==> src/rtl/cst_pkg.sv <==
package cst_pkg;

    localparam int CFG_W       = 32;
    localparam int CODE_W      = 4;
    localparam int LAT_W       = 3;
    localparam int CA_CLOCKS   = 3;
    localparam logic [CFG_W-1:0] CFG_RESET = 32'h0000_0001;

    typedef enum logic [2:0] {
        ST_IDLE,
        ST_SETUP,
        ST_ACTIVE,
        ST_HOLD,
        ST_GAP
    } cst_state_e;

    typedef struct packed {
        logic [CODE_W-1:0] rd_gap;
        logic [CODE_W-1:0] wr_gap;
        logic [CODE_W-1:0] rd_setup;
        logic [CODE_W-1:0] wr_setup;
        logic [CODE_W-1:0] rd_hold;
        logic [CODE_W-1:0] wr_hold;
        logic [CODE_W-1:0] spare;
        logic [CODE_W-1:0] lat_code;
    } cst_cfg_t;

    typedef struct packed {
        logic [CODE_W-1:0] setup;
        logic [CODE_W-1:0] hold;
        logic [CODE_W-1:0] gap;
        logic [LAT_W-1:0]  lat_clk;
        logic              bad_code;
    } cst_sel_t;

    function automatic logic [LAT_W-1:0] lat_clocks(input logic [CODE_W-1:0] code);
        case (code)
            4'b0000: lat_clocks = 3'd5;
            4'b0001: lat_clocks = 3'd6;
            4'b1110: lat_clocks = 3'd3;
            4'b1111: lat_clocks = 3'd4;
            default: lat_clocks = 3'd6;
        endcase
    endfunction

    function automatic logic lat_reserved(input logic [CODE_W-1:0] code);
        lat_reserved = !(code inside {4'b0000, 4'b0001, 4'b1110, 4'b1111});
    endfunction

endpackage

==> src/rtl/cst_cfg_reg.sv <==
module cst_cfg_reg
    import cst_pkg::*;
(
    input  logic             clk,
    input  logic             rst,
    input  logic             we,
    input  logic [CFG_W-1:0] wdata,
    output cst_cfg_t         cfg
);

    cst_cfg_t cfg_q;

    always_ff @(posedge clk) begin
        if (rst) begin
            cfg_q <= cst_cfg_t'(CFG_RESET);
        end else if (we) begin
            cfg_q       <= cst_cfg_t'(wdata);
            cfg_q.spare <= '0;
        end
    end

    assign cfg = cfg_q;

    a_r2_spare_zero: assert property (@(posedge clk) disable iff (rst)
        we |=> (cfg.spare == '0));

endmodule

==> src/rtl/cst_code_sel.sv <==
module cst_code_sel
    import cst_pkg::*;
(
    input  logic [CODE_W-1:0] rd_setup,
    input  logic [CODE_W-1:0] wr_setup,
    input  logic [CODE_W-1:0] rd_hold,
    input  logic [CODE_W-1:0] wr_hold,
    input  logic [CODE_W-1:0] rd_gap,
    input  logic [CODE_W-1:0] wr_gap,
    input  logic [CODE_W-1:0] lat_code,
    input  logic              is_wr,
    input  logic              is_flash,
    output cst_sel_t          sel
);

    always_comb begin
        sel.setup = is_wr ? wr_setup : rd_setup;
        sel.hold  = is_wr ? wr_hold  : rd_hold;
        sel.gap   = is_wr ? wr_gap   : rd_gap;
        if (is_flash) begin
            sel.lat_clk  = '0;
            sel.bad_code = 1'b0;
        end else begin
            sel.lat_clk  = lat_clocks(lat_code);
            sel.bad_code = lat_reserved(lat_code);
        end
    end

endmodule

==> src/rtl/cst_seq_fsm.sv <==
module cst_seq_fsm
    import cst_pkg::*;
#(
    parameter int BEAT_W = 8
)(
    input  logic              clk,
    input  logic              rst,
    input  logic              req,
    input  logic [BEAT_W-1:0] beats,
    input  cst_sel_t          sel,
    output logic              busy,
    output logic              done,
    output logic              cs_n,
    output logic              ck_en,
    output logic              lat_err
);

    localparam int CNT_W = BEAT_W + 4;

    cst_state_e        state_q, state_d;
    logic [CNT_W-1:0]  cnt_q, cnt_d;
    logic [CODE_W-1:0] hold_q, gap_q;
    logic [LAT_W-1:0]  lat_q;
    logic [BEAT_W-1:0] beats_q;
    logic              done_q, cs_n_q, ck_en_q, err_q;
    logic [CNT_W-1:0]  act_clks, act_load;
    logic              accept, last;

    assign accept   = (state_q == ST_IDLE) && req;
    assign last     = (cnt_q == '0);
    assign act_clks = CNT_W'(CA_CLOCKS) + CNT_W'(lat_q) + CNT_W'(beats_q);
    assign act_load = {act_clks[CNT_W-2:0], 1'b0} - CNT_W'(1);

    always_comb begin
        state_d = state_q;
        cnt_d   = last ? cnt_q : cnt_q - CNT_W'(1);
        case (state_q)
            ST_IDLE: begin
                cnt_d = cnt_q;
                if (req) begin
                    state_d = ST_SETUP;
                    cnt_d   = CNT_W'({sel.setup, 1'b1});
                end
            end
            ST_SETUP: if (last) begin
                state_d = ST_ACTIVE;
                cnt_d   = act_load;
            end
            ST_ACTIVE: if (last) begin
                state_d = ST_HOLD;
                cnt_d   = CNT_W'({hold_q, 1'b1});
            end
            ST_HOLD: if (last) begin
                state_d = ST_GAP;
                cnt_d   = CNT_W'({gap_q, 1'b1});
            end
            ST_GAP: if (last) begin
                state_d = ST_IDLE;
            end
            default: state_d = ST_IDLE;
        endcase
    end

    always_ff @(posedge clk) begin
        if (rst) begin
            state_q <= ST_IDLE;
            cnt_q   <= '0;
            hold_q  <= '0;
            gap_q   <= '0;
            lat_q   <= '0;
            beats_q <= '0;
            done_q  <= 1'b0;
            cs_n_q  <= 1'b1;
            ck_en_q <= 1'b0;
            err_q   <= 1'b0;
        end else begin
            state_q <= state_d;
            cnt_q   <= cnt_d;
            if (accept) begin
                hold_q  <= sel.hold;
                gap_q   <= sel.gap;
                lat_q   <= sel.lat_clk;
                beats_q <= beats;
            end
            done_q  <= (state_q == ST_HOLD) && last;
            cs_n_q  <= !(state_d inside {ST_SETUP, ST_ACTIVE, ST_HOLD});
            ck_en_q <= (state_d == ST_ACTIVE);
            err_q   <= err_q | (accept & sel.bad_code);
        end
    end

    assign busy    = (state_q != ST_IDLE);
    assign done    = done_q;
    assign cs_n    = cs_n_q;
    assign ck_en   = ck_en_q;
    assign lat_err = err_q;

    a_r3_no_clk_at_select: assert property (@(posedge clk) disable iff (rst)
        $fell(cs_n) |-> !ck_en);
    a_r4_clk_inside_select: assert property (@(posedge clk) disable iff (rst)
        ck_en |-> !cs_n);
    a_r7_select_after_clk: assert property (@(posedge clk) disable iff (rst)
        $fell(ck_en) |-> !cs_n);
    a_r8_gap_is_busy: assert property (@(posedge clk) disable iff (rst)
        $rose(cs_n) |-> busy);
    a_r10_err_sticky: assert property (@(posedge clk) disable iff (rst)
        lat_err |=> lat_err);
    a_r11_done_single: assert property (@(posedge clk) disable iff (rst)
        done |=> !done);
    a_r12_accept_when_idle: assert property (@(posedge clk) disable iff (rst)
        (req && !busy) |=> (busy && !cs_n));

endmodule

==> src/rtl/cst_timing_seq.sv <==
module cst_timing_seq
    import cst_pkg::*;
#(
    parameter int BEAT_W = 8
)(
    input  logic              clk,
    input  logic              rst,
    input  logic              cfg_we,
    input  logic [31:0]       cfg_wdata,
    output logic [31:0]       cfg_rdata,
    input  logic              dev_flash,
    input  logic              req,
    input  logic              req_wr,
    input  logic [BEAT_W-1:0] req_beats,
    output logic              busy,
    output logic              done,
    output logic              cs_n,
    output logic              ck_en,
    output logic              lat_err
);

    cst_cfg_t cfg;
    cst_sel_t sel;

    cst_cfg_reg u_cfg (
        .clk   (clk),
        .rst   (rst),
        .we    (cfg_we),
        .wdata (cfg_wdata),
        .cfg   (cfg)
    );

    cst_code_sel u_sel (
        .rd_setup (cfg.rd_setup),
        .wr_setup (cfg.wr_setup),
        .rd_hold  (cfg.rd_hold),
        .wr_hold  (cfg.wr_hold),
        .rd_gap   (cfg.rd_gap),
        .wr_gap   (cfg.wr_gap),
        .lat_code (cfg.lat_code),
        .is_wr    (req_wr),
        .is_flash (dev_flash),
        .sel      (sel)
    );

    cst_seq_fsm #(.BEAT_W(BEAT_W)) u_fsm (
        .clk     (clk),
        .rst     (rst),
        .req     (req),
        .beats   (req_beats),
        .sel     (sel),
        .busy    (busy),
        .done    (done),
        .cs_n    (cs_n),
        .ck_en   (ck_en),
        .lat_err (lat_err)
    );

    assign cfg_rdata = cfg;

endmodule

==> config.mk <==
export PLATFORM = sky130hd
export DESIGN_NAME = cst_timing_seq
export DESIGN_NICKNAME = d
export VERILOG_FILES = /design/src/rtl/cst_pkg.sv /design/src/rtl/cst_cfg_reg.sv /design/src/rtl/cst_code_sel.sv /design/src/rtl/cst_seq_fsm.sv /design/src/rtl/cst_timing_seq.sv
export SDC_FILE = /design/constraint.sdc
export NUM_CORES = 1
export LEC_CHECK = 0
export BUFFER_PORTS_ARGS = -buffer_cell sky130_fd_sc_hd__buf_2
export CAP_MARGIN = 15
export CORE_ASPECT_RATIO = 0.6
export CORE_UTILIZATION = 35
export CTS_CLUSTER_SIZE = 28
export DETAILED_ROUTE_END_ITERATION = 6
export PLACE_DENSITY = 0.66
export SLEW_MARGIN = 20
export SYNTH_ARGS = -nofsm -noshare
export SYNTH_HDL_FRONTEND = slang
export SYNTH_SLANG_ARGS = --single-unit
==> constraint.sdc <==
create_clock -name clk -period 7.6 [get_ports clk]
set_clock_uncertainty 0.15 [all_clocks]
set_input_delay 1.9 -clock clk [delete_from_list [all_inputs] [get_ports clk]]
set_output_delay 1.9 -clock clk [all_outputs]
set_load 0.02 [all_outputs]
**Word level (Yosys, flattened, before mapping)**

Index checks and enable logic that the tools add are counted.

- Eq/ne operators: 11
- Muxes and demuxes: 17
- Bitwise operators: 2
- $add $sub $neg: 4
- Reductions and logical operators: 10

Operators with widths:

| kind | count |
|---|---|
| $mux W12 | 5 |
| $pmux W12 S4 | 1 |
| $sub A12 B1 Y12 const B | 2 |
| $mux W4 | 4 |
| $mux W3 | 5 |
| $pmux W3 S5 | 1 |
| $eq A3 B2 Y1 const B | 4 |
| $logic_not A12 Y1 | 1 |
| $add A11 B8 Y11 | 1 |
| $pmux W3 S3 | 1 |
| $eq A4 B4 Y1 const B | 2 |
| $eq A3 B1 Y1 const B | 2 |
| $reduce_bool A3 Y1 | 2 |
| $add A2 B3 Y4 const A | 1 |
| $eq A4 B1 Y1 const B | 1 |
| $logic_not A4 Y1 | 1 |
| $reduce_bool A4 Y1 | 1 |
| $eq A3 B3 Y1 const B | 1 |
| $logic_not A3 Y1 | 1 |
| $logic_and A1 B1 Y1 | 2 |
| $logic_not A1 Y1 | 2 |
| $ne A2 B2 Y1 const B | 1 |
| $and A1 B1 Y1 | 1 |
| $or A1 B1 Y1 | 1 |

- Output and inout port bits: 37
- Word-level logic and storage cells: 61
- Bits in registers: 66

**Longest topological paths before layout**

Gate-level depths: netlist of run 1.

- Depth in word-level cells: 6
- Gate-level depth with buffers: 11
- Mapped depth without buffers: 10

**By module**

From an unflattened synthesis of run 1, not the netlist that was laid out.

- Cells, all modules: 432
- Area total of the unflattened synthesis: 3642.2 µm²

By module, submodules not included:

| module | instances | area each (µm²) | sequential area each (µm²) | cells each |
|---|---|---|---|---|
| cst_seq_fsm | 1 | 2353.5 | 760.7 | 315 |
| cst_cfg_reg | 1 | 1049.8 | 560.5 | 95 |
| cst_code_sel | 1 | 239.0 | 0.0 | 22 |

**Worst setup path after synthesis of run 1**

Ideal clock, no wire load.

- Path kind: input to register
- Start point: input cfg_we
- End point: register u_cfg.cfg_q (netlist bit u_cfg.cfg[0])
- Arrival time: 3.075 ns
- Path slack: 4.255 ns
- Buffers on the path: 2
- Stages on the path: 4
- Setup time: 0.121 ns
- Path through: clkbuf_1 -> buf_1 -> mux2i_1 -> nand2_1

RTL lines:

| element | RTL line | text |
|---|---|---|
| start, declared | cst_timing_seq.sv:8 | `input logic cfg_we,` |
| end signal, assigned | cst_cfg_reg.sv:15 | `cfg_q <= cst_cfg_t'(CFG_RESET);` |
| end signal, assigned | cst_cfg_reg.sv:17 | `cfg_q <= cst_cfg_t'(wdata);` |
| end, declared | cst_cfg_reg.sv:11 | `cst_cfg_t cfg_q;` |

**Final worst setup path of run 1**

- Start point: register u_fsm.state_q[2]
- End point: output busy

- Cells in the longest elaborated chain, start to end: 1

RTL lines:

| element | RTL line | text |
|---|---|---|
| start, declared | cst_seq_fsm.sv:20 | `cst_state_e state_q, state_d;` |
| start signal, assigned | cst_seq_fsm.sv:77 | `state_q <= state_d;` |
| $reduce_bool A3 Y1 | cst_seq_fsm.sv:92 | `assign busy = (state_q != ST_IDLE);` |
| end, declared | cst_timing_seq.sv:15 | `output logic busy,` |

Every way passes these cells.

==> reports/qor.yml, run 1 <==
detailed_routing:
  finalWirelength_mm: 8.66
  routed_via_density: 5.08
  postRouteAntennaNets: 0
  num_vias: 3208
  post_drt_wl_per_cell_microns: 13.7
  dr.pass1.iters: 4
  drt_iter0_drc: 167
  drc_errors: 0
floorplan:
  die_area_sq_um: 10700
  rows: 28
  die_w_microns: 133
  die_h_microns: 80.5
  core_area_sq_um: 9910
  start_util: 0.362
  ioPinCount: 83
sta:
  slew_violations: 0
  fin_crit_ns: 3.81
  tightestPinTransition_ns: 0.814
  setup_viol: 0
  period_share: 0.501
  hold_violations: 0
  setup_tns_ns: 0
  rsz0062_at_grt: "false"
  timing.fmax_mhz: 262
  slew_headroom: 0.457
  layout_setup_ws_ns: 3.79
place:
  gp_congestion: 0.873
  io_buffers: 74
  hpwl_mm: 6.33
  dpl_worst_slack_ns: 4.12
global_route:
  grt_pass1_wl_mm: 14.4
  grt_pass1_vias: 2908
  grt_overflow: 0
  grt_antenna_before_repair: 0
  grt_use_total: 0.172
  grt_max_degree: 63
hold_path:
  holdCritPathClass: "reg -> reg"
final_layout:
  final.fill_count: 1002
  drive_above_1_share: 0.210
  seq_area_sq_um: 1320
  diodes: 0
  final_nets: 548
  syn2layout_area_growth_pct: 21.4
  multiInputGateArea_sq_um: 2100
worst_setup_path:
  worstSetupPathType: "reg -> out"
  cp-end-kind: "primary output"
  crit_fanout: 18
  cp.arrival_ns: 1.76
  worstPathRequired_ns: 5.55
  worst_setup_path_start_kind: "flop"
synth:
  ys_types: 59
  netlist_area_sq_um: 3590
  synth-edff-count: 0
  synth-seq-cells: 66
  ys_seq_area_frac: 0.368
  synth_cells: 429
  yosys-top-cells-area: "dfxtp_1 (37%), mux2i_1 (13%), nor2_1 (6.3%)"
  synth_top_flop_cell: "dfxtp_1"
  async_flop_share: 0
  synth.largest_area_cell: "dfxtp_1"
  syn_avg_cell_area_sq_um: 8.37
  yosysTopAreaCellShare: 0.368
  yosysWarnings: 0
cts:
  cts_made_buffers: 9
  postCtsSetupRepairBufs: 0
  cts_root_buf: "clkbuf_16"
  htree_levels: 3
  clk_path_buf_depth: 2
  ctsHoldBuffers: 0
  cts_tree: "done"
  cts.sinks: 66
  ctsResizeCount: 0
  clock_latency_ns: 0.33
  clk_pin_slew_ns: 0.05
flow_run:
  cap_viol_max_count: 0
pwr:
  pwr_density_cell_nw_per_um2: 307
  finalPower_mw: 1.34
  leakagePower_nw: 1.89
  ir_drop_mv: 0.150
run_status:
  status: "finished clean"
## worst paths after layout
check                                 from                             to  slack (ns)  cells past startpoint
max            u_fsm.state_q[2]$_SDFF_PP0_                           busy        3.79                      4
min reg2reg  u_fsm.beats_q[0]$_SDFFE_PP0P_  u_fsm.beats_q[0]$_SDFFE_PP0P_        0.31                      2
max reg2reg    u_fsm.lat_q[0]$_SDFFE_PP0P_    u_fsm.cnt_q[9]$_SDFFE_PP0P_        4.48                     10
min          u_fsm.beats_q[0]$_SDFFE_PP0P_  u_fsm.beats_q[0]$_SDFFE_PP0P_        0.31                      2
## cells in the mapped netlist (5+ instances only)
master	instances
a211oi_1	13
a21oi_1	30
buf_1	7
clkbuf_1	13
dfxtp_1	66
ha_1	9
inv_1	15
mux2i_1	47
nand2_1	37
nand3_1	11
nor2_1	60
nor3_1	16
o21ai_0	15
xnor2_1	5
xor2_1	6
## cells by family after synthesis
family                   share of synthesized area
flip-flops                                   0.368
adder cells (fa/ha/maj)                     0.0369
AO/OA/AOI/OAI                                0.157
other                                      0.00104
XOR/XNOR                                    0.0268
AND/OR/NAND/NOR                              0.218
multiplexers                                 0.140
buffers and inverters                       0.0516
## cell type report
cell class | instances | area share
inverter | 16 | 0.0138
timing repair buffer | 77 | 0.0901
clock inverter | 2 | 0.0138
tap | 135 | 0.0387
multi-input combinational | 322 | 0.481
sequential | 66 | 0.303
clock buffer | 13 | 0.0597
## stage by stage
step	area [sq um]	util	std cells	hold slack, ns
finish	4360	0.440	631	0.311
global route	4360	0.440	631	0.330
CTS	4360	0.440	631	0.313
detailed placement	4040	0.407	616	0.306
global placement	4040	0.407	616	0.299
floorplan	3600	-	432	0.291
## cell usage in the layout, fill, tap and decap left out, types with 3 or more instances in the layout
master / synthesis / layout
a211oi_1: 13 / 13
a21oi_1: 30 / 30
and2_1: 3 / 3
and3_1: 3 / 3
buf_2: 4 / 74
buf_4: 4 / 3
clkbuf_16: 0 / 9
conb_1: 1 / 4
dfxtp_1: 66 / 66
ha_1: 9 / 9
inv_1: 15 / 15
mux2_2: 3 / 3
mux2i_1: 47 / 47
nand2_1: 37 / 37
nand2b_1: 3 / 3
nand3_1: 11 / 11
nor2_1: 60 / 60
nor3_1: 16 / 16
nor4_1: 4 / 4
o21a_1: 3 / 3
o21ai_0: 15 / 15
o22ai_1: 4 / 4
o31ai_1: 4 / 4
or2_2: 4 / 4
xnor2_1: 5 / 5
xor2_1: 6 / 6
## sequential cells by signal (all words and copies together), names as in the netlist
name           count
u_fsm.lat_q        3
u_cfg.cfg         28
u_fsm.hold_q       4
u_fsm.done         1
u_fsm.ck_en        1
u_fsm.lat_err      1
u_fsm.state_q      3
u_fsm.cs_n         1
u_fsm.beats_q      8
u_fsm.gap_q        4
u_fsm.cnt_q       12
## report_power, final
group | switching [mW] | internal, mW
Clock | 0.144 | 0.303
Combinational | 0.262 | 0.178
Sequential | 0.0575 | 0.393
## routing by layer
metal / track usage / vias up / share of wire
met5: 0 / - / 0
met4: 0.0598 / 0 / 0.013
met3: 0.0600 / 10 / 0.067
met2: 0.244 / 74 / 0.40
met1: 0.238 / 1477 / 0.52
li1: - / 1647 / -
## critical path, stage by stage (launching register included)
cell and delay [ns]:
dfxtp_1 0.50, nor3_2 0.24, buf_4 0.23, clkinv_1 0.23, buf_2 0.23
(Power assumes the default switching activity.)
==> inputs of run 2 (changes only) <==
==> constraint.sdc (replaced) <==
create_clock -name clk -period 3.7 [get_ports clk]
set_clock_uncertainty 0.15 [all_clocks]
set_input_delay 0.925 -clock clk [delete_from_list [all_inputs] [get_ports clk]]
set_output_delay 0.925 -clock clk [all_outputs]
set_load 0.02 [all_outputs]
==> reports/qor.yml, run 2 (synthesis gave the netlist of run 1 again) <==
run_status:
  status: "finished clean"  # unchanged
pwr:
  leakagePower_nw: 1.88  # was 1.89 nW
  ir_drop_mv: 0.309  # was 0.150 mV
  pwr_density_cell_nw_per_um2: 613  # was 307 nW/um^2
detailed_routing:
  num_vias: 3241  # was 3208
  post_drt_wl_per_cell_microns: 14.1  # was 13.7 microns
  drc_errors: 0  # unchanged
  finalWirelength_mm: 8.90  # was 8.66 mm
  drt_iter0_drc: 221  # was 167
  routed_via_density: 5.12  # was 5.08
  postRouteAntennaNets: 0  # unchanged
  dr.pass1.iters: 4  # unchanged
flow_run:
  cap_viol_max_count: 0  # unchanged
cts:
  cts.sinks: 66  # unchanged
  ctsHoldBuffers: 0  # unchanged
  clk_pin_slew_ns: 0.06  # was 0.05 ns
  cts_tree: "done"  # unchanged
  htree_levels: 3  # unchanged
  ctsResizeCount: 0  # unchanged
  clk_path_buf_depth: 2  # unchanged
  postCtsSetupRepairBufs: 0  # unchanged
  cts_root_buf: "clkbuf_16"  # unchanged
  clock_latency_ns: 0.33  # about the same
  cts_made_buffers: 9  # unchanged
floorplan:
  die_h_microns: 80.5  # unchanged
  die_area_sq_um: 10700  # unchanged
  die_w_microns: 133  # unchanged
  rows: 28  # unchanged
  ioPinCount: 83  # unchanged
  start_util: 0.362  # unchanged
  core_area_sq_um: 9910  # unchanged
sta:
  layout_setup_ws_ns: 0.659  # was 3.79 ns
  fin_crit_ns: 3.04
  holdWs_ns: 0.311  # about the same
  rsz0062_at_grt: "false"  # unchanged
  period_share: 0.822
  timing.fmax_mhz: 329
  hold_violations: 0  # unchanged
  slew_violations: 0  # unchanged
  slew_headroom: 0.455  # was 0.457
  setup_viol: 0  # unchanged
  setup_tns_ns: 0  # unchanged
  tightestPinTransition_ns: 0.817  # was 0.814 ns
worst_setup_path:
  worst_setup_path_start_kind: "flop"  # unchanged
  cp.arrival_ns: 3.11  # was 1.76 ns
  crit_fanout: 4  # was 18
  worstSetupPathType: "reg -> reg"  # was reg -> out
  cp-end-kind: "flop"  # was primary output
  worstPathRequired_ns: 3.77  # was 5.55 ns
final_layout:
  final_nets: 549  # was 548
  layout_common_cells: "buf_2 (74), dfxtp_1 (66), nor2_1 (60)"  # unchanged
  syn2layout_area_growth_pct: 20.8  # was 21.4%
  multiInputGateArea_sq_um: 2100  # unchanged
  fin_util: 0.437  # was 0.440
  final_common_cell: "buf_2"  # unchanged
  seq_area_sq_um: 1320  # unchanged
  drive_above_1_share: 0.217  # was 0.210
  diodes: 0  # unchanged
  final.fill_count: 999  # was 1002
  largest_register_ffs: 28  # unchanged
global_route:
  grt_antenna_before_repair: 0  # unchanged
  grt_pass1_vias: 3013  # was 2908
  grt_overflow: 0  # unchanged
  grt_use_total: 0.180  # was 0.172
  grt_max_degree: 41  # was 63
  grt_pass1_wl_mm: 15.0  # was 14.4 mm
place:
  gp_congestion: 0.890  # was 0.873
  dpl_worst_slack_ns: 0.707  # was 4.12 ns
  hpwl_mm: 6.58  # was 6.33 mm
  io_buffers: 74  # unchanged
hold_path:
  holdCritPathClass: "reg -> reg"  # unchanged
[run 2: routing by layer]
layer | routed length (microns) | global-route usage | share of wire
met1 | 4570 | 0.244 | 0.51
met2 | 3640 | 0.262 | 0.41
met3 | 626 | 0.0707 | 0.070
met4 | 73 | 0.0471 | 0.0082
met5 | 0 | 0 | 0
[run 2: final timing paths]
check                                        to  slack, ns                     startpoint  depth (start not counted)
setup / recovery    u_fsm.cnt_q[9]$_SDFFE_PP0P_       0.66    u_fsm.lat_q[0]$_SDFFE_PP0P_                         10
hold / removal    u_fsm.beats_q[3]$_SDFFE_PP0P_       0.31  u_fsm.beats_q[3]$_SDFFE_PP0P_                          2
setup reg to reg    u_fsm.cnt_q[9]$_SDFFE_PP0P_       0.66    u_fsm.lat_q[0]$_SDFFE_PP0P_                         10
hold reg to reg   u_fsm.beats_q[3]$_SDFFE_PP0P_       0.31  u_fsm.beats_q[3]$_SDFFE_PP0P_                          2
[run 2: stage by stage]
stage	power, mW	std cells	instance area, sq um
final	2.66	633	4340
after global routing	2.84	633	4340
after CTS	2.67	633	4340
after detailed placement	1.84	617	4050
after global placement	1.82	617	4050
after floorplan	1.62	432	3600
[run 2: cell type report]
class / count / area share
multi-input combinational: 322 / 0.483
clock inverter: 5 / 0.00866
timing repair buffer: 78 / 0.0923
inverter: 16 / 0.0138
clock buffer: 11 / 0.0583
sequential: 66 / 0.305
tap: 135 / 0.0389
[run 2: worst max-delay path, cell delays in order, from the launching register on]
cell     delay, ns
dfxtp_1       0.34
inv_1         0.07
ha_1          0.20
xnor2_1       0.20
ha_1          0.30
a32o_1        0.27
nor3_1        0.35
nor2_1        0.13
nor3_1        0.47
nand4_1       0.16
a32o_1        0.28
[run 2: power by group]
| group | internal, mW | total [mW] | switching, mW | leakage, nW |
|---|---|---|---|---|
| Sequential | 0.808 | 0.929 | 0.121 | 0.543 |
| Clock | 0.492 | 0.820 | 0.328 | 0.138 |
| Combinational | 0.367 | 0.911 | 0.545 | 1.20 |
==> inputs of run 3 (changes only) <==
--- a/config.mk
+++ b/config.mk
@@ -5,6 +5,7 @@
 export SDC_FILE = /design/constraint.sdc
 export NUM_CORES = 1
 export LEC_CHECK = 0
+export ABC_AREA = 1
 export BUFFER_PORTS_ARGS = -buffer_cell sky130_fd_sc_hd__buf_2
 export CAP_MARGIN = 15
 export CORE_ASPECT_RATIO = 0.6
==> constraint.sdc (replaced) <==
create_clock -name clk -period 3.1 [get_ports clk]
set_clock_uncertainty 0.15 [all_clocks]
set_input_delay 0.775 -clock clk [delete_from_list [all_inputs] [get_ports clk]]
set_output_delay 0.775 -clock clk [all_outputs]
set_load 0.02 [all_outputs]
==> reports/qor.yml, run 3 <==
detailed_routing:
  routed_via_density: 4.89  # was 5.12
  finalWirelength_mm: 9.58  # was 8.90 mm
  drt_iter0_drc: 191  # was 221
  dr.pass1.iters: 4  # unchanged
  num_vias: 3588  # was 3241
  postRouteAntennaNets: 0  # unchanged
  drc_errors: 0  # unchanged
  post_drt_wl_per_cell_microns: 13.1  # was 14.1 microns
sta:
  tightestPinTransition_ns: 0.878  # was 0.817 ns
  rsz0062_at_grt: "false"  # unchanged
  fin_crit_ns: 2.71  # was 3.04 ns
  hold_violations: 0  # unchanged
  holdWs_ns: 0.303  # was 0.311 ns
  slew_violations: 0  # unchanged
  setup_tns_ns: 0  # unchanged
  timing.fmax_mhz: 369  # was 329 MHz
  period_share: 0.873  # was 0.822
  slew_headroom: 0.414  # was 0.455
  setup_viol: 0  # unchanged
run_status:
  status: "finished clean"  # unchanged
hold_path:
  hp-start: "u_fsm.lat_err$_SDFF_PP0_"  # was u_fsm.beats_q[3]$_SDFFE_PP0P_
  holdCritPathClass: "reg -> reg"  # unchanged
  min_path_cells: 2  # unchanged
worst_setup_path:
  r2r-start: "u_fsm.lat_q[0]$_SDFFE_PP0P_"  # unchanged
  cp.arrival_ns: 2.82  # was 3.11 ns
  critical_path.startpoint: "u_fsm.lat_q[0]$_SDFFE_PP0P_"  # unchanged
  crit_fanout: 3  # was 4
  reg2reg_slack_ns: 0.39  # was 0.66 ns
  cp-end-kind: "flop"  # unchanged
  r2r_cells: 14  # was 10
  worstSetupPathType: "reg -> reg"  # unchanged
  worstPathRequired_ns: 3.22  # was 3.77 ns
  worst_setup_path_start_kind: "flop"  # unchanged
cts:
  clk_path_buf_depth: 2  # unchanged
  cts_made_buffers: 9  # unchanged
  clock_latency_ns: 0.33  # about the same
  ctsHoldBuffers: 0  # unchanged
  clk_pin_slew_ns: 0.05  # was 0.06 ns
  postCtsSetupRepairBufs: 0  # unchanged
  cts_tree: "done"  # unchanged
  ctsResizeCount: 0  # unchanged
  cts_root_buf: "clkbuf_16"  # unchanged
  htree_levels: 3  # unchanged
  cts.sinks: 66  # unchanged
final_layout:
  final_common_cell: "nand2_1"  # was buf_2
  drive_above_1_share: 0.207  # was 0.217
  fin_util: 0.440  # was 0.437
  diodes: 0  # unchanged
  final_nets: 651  # was 549
  largest_register_ffs: 28  # unchanged
  syn2layout_area_growth_pct: 21.3  # was 20.8%
  layout_common_cells: "nand2_1 (94), nor2_1 (84), buf_2 (74)"  # was buf_2 (74), dfxtp_1 (66), nor2_1 (60)
  stdcell_count: 733  # was 633
place:
  io_buffers: 74  # unchanged
  placed_cells: 719  # was 617
  hpwl_mm: 7.25  # was 6.58 mm
  gp_congestion: 0.842  # was 0.890
synth:
  yosysWarnings: 0  # unchanged
  syn_avg_cell_area_sq_um: 6.87  # was 8.37 sq um
  yosysTopAreaCellShare: 0.366  # was 0.368
  ys_types: 47  # was 59
  ys_seq_area_frac: 0.366  # was 0.368
  synth_cells: 525  # was 429
  synth_top_flop_cell: "dfxtp_1"  # unchanged
  ys_top_cells_by_count: "nand2_1 (94), nor2_1 (84), dfxtp_1 (66), inv_1 (49)"  # was dfxtp_1 (66), nor2_1 (60), mux2i_1 (47), nand2_1 (37), a21oi_1 (30)
  synth-edff-count: 0  # unchanged
  synth-seq-cells: 66  # unchanged
  netlist_area_sq_um: 3610  # was 3590 sq um
  synth.largest_area_cell: "dfxtp_1"  # unchanged
  async_flop_share: 0  # unchanged
  yosys-top-cells-area: "dfxtp_1 (37%), nand2_1 (9.8%), nor2_1 (8.7%)"  # was dfxtp_1 (37%), mux2i_1 (13%), nor2_1 (6.3%)
  synth.most_common_cell: "nand2_1"  # was dfxtp_1
floorplan:
  die_area_sq_um: 10700  # about the same
  ioPinCount: 83  # unchanged
  start_util: 0.363  # was 0.362
  die_h_microns: 80.6  # was 80.5 microns
  core_area_sq_um: 9950  # was 9910 sq um
  rows: 28  # unchanged
  die_w_microns: 133  # about the same
pwr:
  pwr_density_cell_nw_per_um2: 676  # was 613 nW/um^2
  ir_drop_mv: 0.339  # was 0.309 mV
  leakagePower_nw: 2.02  # was 1.88 nW
  finalPower_mw: 2.96  # was 2.66 mW
global_route:
  grt_max_degree: 37  # was 41
  grt_pass1_wl_mm: 16.1  # was 15.0 mm
  grt_antenna_before_repair: 0  # unchanged
  grt_use_total: 0.193  # was 0.180
  grt_pass1_vias: 3446  # was 3013
  grt_overflow: 0  # unchanged
flow_run:
  cap_viol_max_count: 0  # unchanged
run 3: changes by cell type in the layout (fill, tap and decap cells not counted), sizes merged, moves of 4 or more:
cell,change
nor2,+38
o22ai,-4
a211oi,-9
inv,+38
o21ai,+36
mux2i,-46
nand2,+62
nor3,-12
a21oi,+16
nand3,+23
run 3: cell families after synthesis:
logic type / after synthesis / synth area share
other: 1 / 0.00104
AO/OA/AOI/OAI: 117 / 0.181
AND/OR/NAND/NOR: 247 / 0.308
buffers and inverters: 77 / 0.0888
multiplexers: 1 / 0.00277
adder cells (fa/ha/maj): 10 / 0.0368
XOR/XNOR: 6 / 0.0146
flip-flops: 66 / 0.366
run 3: worst paths after layout:
path / endpoint
min: u_fsm.lat_err$_SDFF_PP0_
min reg2reg: u_fsm.lat_err$_SDFF_PP0_
max reg2reg: u_fsm.cnt_q[9]$_SDFFE_PP0P_
max: u_fsm.cnt_q[9]$_SDFFE_PP0P_
run 3: critical path, cell delays in order (launching register included):
cell and delay [ns]:
dfxtp_1 0.37, inv_1 0.09, ha_1 0.34, fa_1 0.56, ha_1 0.18, inv_1 0.04, nor2_1 0.14, nand3_1 0.13
nor2_2 0.14, nand2_1 0.08, inv_1 0.08, nand3_1 0.10, nand3_1 0.09, nand2_1 0.06, a21oi_2 0.10
run 3: cell type report:
type | instances | area, sq um
inverter | 56 | 220
sequential | 66 | 1320
fill | 1041 | 5580
multi-input combinational | 385 | 1980
clock buffer | 12 | 256
timing repair buffer | 77 | 393
tap | 135 | 169
clock inverter | 2 | 37.5
run 3: metrics by stage:
| stage | cell area, sq um | worst slack [ns] |
|---|---|---|
| 2_1_floorplan | 3620 | 0.676 |
| 6_report | 4370 | 0.394 |
| 5_1_grt | 4370 | 0.136 |
| 3_5_place_dp | 4080 | 0.408 |
| 4_1_cts | 4370 | 0.387 |
| 3_3_place_gp | 4080 | 0.500 |
run 3: report_power, final:
group          leakage [nW]  internal, mW  switching [mW]
sequential            0.544         0.935          0.0769
combinational          1.34         0.311           0.617
clock                 0.141         0.657           0.359
run 3: metal layers:
metal	vias up	global-route usage	wire [microns]
met1	1641	0.261	4980
met3	5	0.0562	538
met2	86	0.294	4010
met4	0	0.0598	57
li1	1856	-	-
met5	-	0	0
